===== src/rtl/vadd_pkg.sv =====
package vadd_pkg;

  typedef enum logic [1:0] {
    W_BYTE = 2'd0,
    W_HALF = 2'd1,
    W_WORD = 2'd2
  } widthT;

  typedef struct packed {
    widthT      width;
    logic [1:0] lane;
  } fieldSelT;

  typedef enum logic [2:0] {
    P_MERGE = 3'd0,
    P_ACC   = 3'd1,
    P_MIN   = 3'd2,
    P_MAX   = 3'd3,
    P_PASS  = 3'd4
  } postKindT;

  typedef struct packed {
    logic      load;
    logic      badSel;
    fieldSelT  fldA;
    fieldSelT  fldB;
    logic      useImm;
    postKindT  post;
    logic [4:0] mergeShift;
    logic [1:0] mergeSize;   // 0: byte, 1: half
  } vaddCtrlT;

endpackage


===== src/rtl/vaddExtract.sv =====
module vaddExtract
  import vadd_pkg::*;
#(
  parameter int DATA_W = 32,
  parameter int EXT_W  = DATA_W + 2
) (
  input  logic [DATA_W-1:0]        word,
  input  fieldSelT                 fld,
  input  logic                     isSigned,
  input  logic                     negate,
  output logic signed [EXT_W-1:0]  val
);
  localparam int HALF_W = DATA_W / 2;

  logic [7:0]            byteField;
  logic [HALF_W-1:0]     halfField;
  logic signed [EXT_W-1:0] widened;

  always_comb begin
    byteField = word[{3'b000, fld.lane} * 8 +: 8];
    halfField = fld.lane[0] ? word[DATA_W-1 -: HALF_W] : word[HALF_W-1:0];
    unique case (fld.width)
      W_BYTE:  widened = {{(EXT_W-8){isSigned & byteField[7]}}, byteField};
      W_HALF:  widened = {{(EXT_W-HALF_W){isSigned & halfField[HALF_W-1]}}, halfField};
      default: widened = {{(EXT_W-DATA_W){isSigned & word[DATA_W-1]}}, word};
    endcase
    val = negate ? -widened : widened;
  end
endmodule


===== src/rtl/vaddCtrl.sv =====
module vaddCtrl
  import vadd_pkg::*;
#(
  parameter int DATA_W = 32
) (
  input  logic       clk,
  input  logic       rstN,
  input  logic       inValid,
  input  logic       useImm,
  input  logic [2:0] selA,
  input  logic [2:0] selB,
  input  logic [2:0] postOp,
  output vaddCtrlT   ctrl,
  output logic       outValid
);
  localparam int HALF_W = DATA_W / 2;
  localparam logic [4:0] HALF_SHIFT = 5'(HALF_W);

  function automatic fieldSelT decodeSel(input logic [2:0] code);
    fieldSelT f;
    f.lane = code[1:0];
    if (code[2] == 1'b0) begin
      f.width = W_BYTE;
    end else if (code[1] == 1'b0) begin
      f.width = W_HALF;
      f.lane  = {1'b0, code[0]};
    end else begin
      f.width = W_WORD;
      f.lane  = 2'd0;
    end
    return f;
  endfunction

  always_comb begin
    ctrl.load   = inValid;
    ctrl.useImm = useImm;
    ctrl.fldA   = decodeSel(selA);
    ctrl.fldB   = useImm ? fieldSelT'{width: W_BYTE, lane: 2'd0} : decodeSel(selB);
    ctrl.badSel = (selA == 3'd7) || (!useImm && selB == 3'd7);
    ctrl.mergeShift = 5'd0;
    ctrl.mergeSize  = 2'd0;
    unique case (postOp)
      3'd0: begin ctrl.post = P_MERGE; ctrl.mergeShift = HALF_SHIFT; ctrl.mergeSize = 2'd1; end
      3'd1: begin ctrl.post = P_MERGE; ctrl.mergeShift = 5'd0;       ctrl.mergeSize = 2'd1; end
      3'd2: begin ctrl.post = P_MERGE; ctrl.mergeShift = 5'd0;       ctrl.mergeSize = 2'd0; end
      3'd3: begin ctrl.post = P_MERGE; ctrl.mergeShift = HALF_SHIFT; ctrl.mergeSize = 2'd0; end
      3'd4: ctrl.post = P_ACC;
      3'd5: ctrl.post = P_MIN;
      3'd6: ctrl.post = P_MAX;
      default: ctrl.post = P_PASS;
    endcase
  end

  always_ff @(posedge clk or negedge rstN) begin
    if (!rstN) outValid <= 1'b0;
    else       outValid <= inValid;
  end
endmodule


===== src/rtl/vaddDatapath.sv =====
module vaddDatapath
  import vadd_pkg::*;
#(
  parameter int DATA_W = 32,
  parameter int IMM_W  = 16
) (
  input  logic              clk,
  input  logic              rstN,
  input  vaddCtrlT          ctrl,
  input  logic [DATA_W-1:0] srcA,
  input  logic [DATA_W-1:0] srcB,
  input  logic [DATA_W-1:0] srcC,
  input  logic [IMM_W-1:0]  immB,
  input  logic              signA,
  input  logic              signB,
  input  logic              negA,
  input  logic              negB,
  input  logic              satEn,
  input  logic              resSigned,
  output logic [DATA_W-1:0] result,
  output logic              invalidFlag,
  output logic              satFlag
);
  localparam int EXT_W  = DATA_W + 2;
  localparam int HALF_W = DATA_W / 2;
  localparam logic signed [EXT_W-1:0] S_MAX = {{(EXT_W-DATA_W+1){1'b0}}, {(DATA_W-1){1'b1}}};
  localparam logic signed [EXT_W-1:0] S_MIN = {{(EXT_W-DATA_W+1){1'b1}}, {(DATA_W-1){1'b0}}};
  localparam logic signed [EXT_W-1:0] U_MAX = {{(EXT_W-DATA_W){1'b0}}, {DATA_W{1'b1}}};
  localparam logic signed [EXT_W-1:0] U_MIN = '0;
  localparam logic [DATA_W-1:0] BYTE_ONES = {{(DATA_W-8){1'b0}}, 8'hFF};
  localparam logic [DATA_W-1:0] HALF_ONES = {{(DATA_W-HALF_W){1'b0}}, {HALF_W{1'b1}}};

  logic [DATA_W-1:0]       wordB;
  logic signed [EXT_W-1:0] opA, opB, rawSum, hiLim, loLim, clampSum;
  logic                    overHi, underLo, clampHit;
  logic [DATA_W-1:0]       sumWord, mergeMask, postVal;
  logic                    sumBelowC;
  logic [DATA_W-1:0]       nextResult;
  logic                    nextSat;

  assign wordB = ctrl.useImm ? {{(DATA_W-IMM_W){1'b0}}, immB} : srcB;

  vaddExtract #(.DATA_W(DATA_W), .EXT_W(EXT_W)) i_extA (
    .word(srcA), .fld(ctrl.fldA), .isSigned(signA), .negate(negA), .val(opA)
  );
  vaddExtract #(.DATA_W(DATA_W), .EXT_W(EXT_W)) i_extB (
    .word(wordB), .fld(ctrl.fldB), .isSigned(signB), .negate(negB), .val(opB)
  );

  always_comb begin
    rawSum   = opA + opB;
    hiLim    = resSigned ? S_MAX : U_MAX;
    loLim    = resSigned ? S_MIN : U_MIN;
    overHi   = rawSum > hiLim;
    underLo  = rawSum < loLim;
    clampHit = satEn && (overHi || underLo);
    if (satEn && overHi)       clampSum = hiLim;
    else if (satEn && underLo) clampSum = loLim;
    else                       clampSum = rawSum;
    sumWord  = clampSum[DATA_W-1:0];
  end

  always_comb begin
    mergeMask = (ctrl.mergeSize == 2'd1 ? HALF_ONES : BYTE_ONES) << ctrl.mergeShift;
    sumBelowC = resSigned ? ($signed(sumWord) < $signed(srcC)) : (sumWord < srcC);
    unique case (ctrl.post)
      P_MERGE: postVal = (srcC & ~mergeMask) | ((sumWord << ctrl.mergeShift) & mergeMask);
      P_ACC:   postVal = sumWord + srcC;
      P_MIN:   postVal = sumBelowC ? sumWord : srcC;
      P_MAX:   postVal = sumBelowC ? srcC : sumWord;
      default: postVal = sumWord;
    endcase
    nextResult = ctrl.badSel ? '0 : postVal;
    nextSat    = ctrl.badSel ? 1'b0 : clampHit;
  end

  always_ff @(posedge clk or negedge rstN) begin
    if (!rstN) begin
      result      <= '0;
      invalidFlag <= 1'b0;
      satFlag     <= 1'b0;
    end else if (ctrl.load) begin
      result      <= nextResult;
      invalidFlag <= ctrl.badSel;
      satFlag     <= nextSat;
    end
  end
endmodule


===== src/rtl/vaddSubword.sv =====
module vaddSubword
  import vadd_pkg::*;
#(
  parameter int DATA_W = 32,
  parameter int IMM_W  = 16
) (
  input  logic              clk,
  input  logic              rstN,
  input  logic              inValid,
  input  logic [DATA_W-1:0] srcA,
  input  logic [DATA_W-1:0] srcB,
  input  logic [DATA_W-1:0] srcC,
  input  logic [IMM_W-1:0]  immB,
  input  logic              useImm,
  input  logic [2:0]        selA,
  input  logic [2:0]        selB,
  input  logic              signA,
  input  logic              signB,
  input  logic              negA,
  input  logic              negB,
  input  logic              satEn,
  input  logic              resSigned,
  input  logic [2:0]        postOp,
  output logic              outValid,
  output logic [DATA_W-1:0] result,
  output logic              invalidFlag,
  output logic              satFlag
);
  vaddCtrlT ctrl;

  vaddCtrl #(.DATA_W(DATA_W)) i_ctrl (
    .clk(clk), .rstN(rstN), .inValid(inValid), .useImm(useImm),
    .selA(selA), .selB(selB), .postOp(postOp), .ctrl(ctrl), .outValid(outValid)
  );

  vaddDatapath #(.DATA_W(DATA_W), .IMM_W(IMM_W)) i_dp (
    .clk(clk), .rstN(rstN), .ctrl(ctrl), .srcA(srcA), .srcB(srcB), .srcC(srcC),
    .immB(immB), .signA(signA), .signB(signB), .negA(negA), .negB(negB),
    .satEn(satEn), .resSigned(resSigned), .result(result),
    .invalidFlag(invalidFlag), .satFlag(satFlag)
  );
endmodule


===== config.mk =====
export PLATFORM = sky130hd
export DESIGN_NAME = vaddSubword
export DESIGN_NICKNAME = d
export VERILOG_FILES = /design/src/rtl/vadd_pkg.sv /design/src/rtl/vaddExtract.sv /design/src/rtl/vaddCtrl.sv /design/src/rtl/vaddDatapath.sv /design/src/rtl/vaddSubword.sv
export SDC_FILE = /design/constraint.sdc
export NUM_CORES = 1
export LEC_CHECK = 0
export ABC_CLOCK_PERIOD_IN_PS = 1450
export BUFFER_PORTS_ARGS = -buffer_cell sky130_fd_sc_hd__buf_2
export CORE_ASPECT_RATIO = 2
export CORE_MARGIN = 3
export CORE_UTILIZATION = 30
export CTS_CLUSTER_SIZE = 10
export DETAILED_ROUTE_END_ITERATION = 12
export HOLD_SLACK_MARGIN = 0.05
export PLACE_DENSITY = 0.44
export SLEW_MARGIN = 10
export SYNTH_ARGS = -nofsm -noshare
export SYNTH_HDL_FRONTEND = slang
export SYNTH_SLANG_ARGS = --single-unit

===== constraint.sdc =====
create_clock -name clk -period 1.45 [get_ports clk]
set_input_delay 0.145 -clock clk [delete_from_list [all_inputs] [get_ports clk]]
set_output_delay 0.145 -clock clk [all_outputs]
set_load 0.03 [all_outputs]

==> flow_summary.ini <==
[outcome]
run_status = finished with violations
failed_checks = setup timing

[sta]
rsz0062_at_grt = yes
fin_skew_ns = 0
worst_pin_slew_ns = 0.7186
final_max_slew_viol_count = 0
hold_violations = 0
slew_headroom_pct = 52.09
fmax_mhz = 95.46
period_minus_slack_ns = 10.48
worst_slack_ns = -9.026
finalCritPeriodShare_pct = 722.5
final-setup-viol-count = 34

[global_route]
grt_pass1_vias = 17100
grt_first_pass_wirelength_mm = 94.89
antenna_found_initial = 0
grt_max_degree = 36
grt.total_usage_pct = 31.51
grt_remaining_overflow = 0

[logic_synthesis]
syn_inst = 1641
synth.area.top_cells = ha_1 (12%), dfrtp_1 (7.9%), a21oi_1 (7.8%)
yosysWarnings = 0
synth_top_area_share_pct = 11.53
yosysSeqAreaShare_pct = 7.916
synth_flop_cell = dfrtp_1
avgSynthCellArea_um2 = 6.742
synth_nets = 1876
synth_cell_types = 98
syn_area_mm2 = 0.01106
ys_ff_latch = 35
synth-edff-count = 0
yosys.area.top_type = ha_1
ys_async_sr_fraction_pct = 100.0

[worst_setup_path]
critical_path_class = primary input to register
worstPathArrival_ns = 10.66
end_kind = register
start_kind = primary input
cp_common_cell = buf_4
max_stage_delay_ns = 0.58
crit_slowest_cell = or4_4
worst_ep_required_time_ns = 1.63
cp_max_fo = 6

[floorplanning]
num_rows = 98
coreArea_mm2 = 0.03605
die_x_um = 141.8
start_util_pct = 30.69
dieHeight_um = 277.6
io_pins = 166
dieArea_mm2 = 0.03936

[routing]
drc = 0
first_pass_iters = 7
viasPerCell = 5.503
ant_nets = 0
drt_wl_total_mm = 64.56
drtIter0Drc = 898
wire_per_inst_um = 21.78
vias = 16310

[cts]
cts_buffer_depth = 2
clock_latency_ns = 0.30
cts_inserted_buffers = 5
cts_tree = built
clk_pin_slew_ns = 0.06
htreeDepth = 2
root_buffer = clkbuf_16
clock-sinks = 35

[final_layout]
diodes = 0
syn2layout_area_growth_pct = 79.43
layout-drive-gt1-share_pct = 47.93
finalNonFillerCells = 2964
final_area_mm2 = 0.01985
fin_nets = 2749
multi_input_area_mm2 = 0.01083
seqCellArea_um2 = 875.8
fillers = 3591

[placed_design]
dp_cells = 2850
finalWeightedCongestion = 0.9959
place_area_mm2 = 0.01759
dp_hpwl_mm = 54.04
portBuffers = 160

[worst_hold_path]
holdCritPathClass = primary input to register

[pwr]
p_per_area_mw_per_mm2 = 1844
ir_drop_uv = 1564
leakage_nw = 9.498

[run]
maxCapViolations = 0
## cell usage after synthesis, types with 14 or more instances
cell type and count:
a21oi_1 173, nor2_1 159, o31ai_1 22, clkbuf_1 75, buf_2 14, nand2b_1 28
a31oi_1 22, nor3_1 34, xnor2_1 53, a22oi_1 15, o22ai_1 29, nand3_1 20
inv_1 81, o21ai_0 143, dfrtp_1 35, a21o_1 23, o211ai_1 14, ha_1 102
mux2i_1 30, o21bai_1 25, xor2_1 41, nor2b_1 28, nand2_1 160
## cells by family after synthesis
logic type               synth area share [%]
AO/OA/AOI/OAI                           37.84
XOR/XNOR                                7.588
flip-flops                              7.916
AND/OR/NAND/NOR                         23.94
multiplexers                            4.376
adder cells (fa/ha/maj)                 11.90
buffers and inverters                   6.446
## sequential cells by signal (all words and copies together), names as in the netlist
| name | flops |
|---|---|
| i_dp.invalidFlag | 1 |
| i_dp.satFlag | 1 |
| i_ctrl.outValid | 1 |
| i_dp.result | 32 |
## final timing paths
kind / cells after the start / to / from / slack, ns
hold / removal: 4 / i_dp.result[11] / srcC[11] / 0.23
hold reg to reg: 1 / i_dp.result[0] / i_dp.result[0] / 0.47
min in group asynchronous: 3 / i_dp.result[19] / rstN / 0.43
setup / recovery: 55 / i_dp.result[2] / selA[1] / -9.03
max in group asynchronous: 3 / i_dp.result[1] / rstN / 0.59
setup reg to reg: 6 / i_dp.result[31] / i_dp.result[31] / -0.12
## stage by stage
step	worst slack (ns)	hold WS, ns	util, %	TNS [ns]	power, mW
after global placement	-10.27	0.2521	48.79	-333.70	29.90
after global routing	-9.599	0.2557	55.07	-309.57	38.93
after detailed placement	-10.37	0.2500	48.79	-336.07	30.03
final	-9.026	0.2315	55.07	-291.17	36.60
after floorplan	-8.559	-0.1506	-	-276.08	15.66
after CTS	-8.986	0.2297	54.20	-289.99	35.34
## worst max-delay path, delay by kind of cell
kind / cells / cell delay, ns
simple gates: 22 / 5.19
compound gates: 13 / 1.93
xor+xnor: 1 / 0.27
mux: 2 / 0.58
fa+ha+maj: 3 / 0.74
buf+inv: 14 / 1.77
## cell usage in the layout (no fill, tap or decap), drive strengths merged, types with 14 or more instances in the layout
master	netlist	final
ha	102	102
nor2	161	161
o21bai	26	26
mux2	14	14
nand3	21	21
o21ai	155	155
nand2b	28	28
o22ai	29	29
inv	81	81
a22oi	15	15
mux2i	30	30
nor2b	28	28
o211ai	14	14
xor2	41	41
o31ai	23	23
a31oi	22	22
buf	22	963
a2111oi	14	14
and2	15	15
xnor2	54	54
a21oi	173	173
dfrtp	35	35
nand2	160	160
a21o	23	23
nor3	34	34
## per-layer routing
metal	vias to the layer above	routed length (µm)	global-route usage, %
li1	7870	-	-
met1	7616	19230	25.40
met2	547	35670	62.56
met3	279	1849	2.519
met4	0	7817	30.54
met5	-	0	0
## timing repair
action,in CTS,in global routing
endpoints found under the hold margin,35,0
pin swaps,110,29
setup endpoints to repair,34,34
buffers inserted,100,11
gates cloned,1,0
resized for setup,224,46
hold buffers,1,0
## report_power, final
group	leakage, nW	total (mW)	switching [mW]	internal (mW)
Clock	0.0769	1.32	0.515	0.806
Sequential	0.439	1.75	0.339	1.41
Combinational	8.98	33.5	16.9	16.6
## cell type report
class,count,area share [%]
clock buffer,6,0.6491
tap,450,2.836
multi-input combinational,1425,54.54
clock inverter,1,0.1513
inverter,83,1.613
sequential,35,4.412
timing repair buffer,964,35.80
Note: power is estimated with default switching activity, not from simulation.
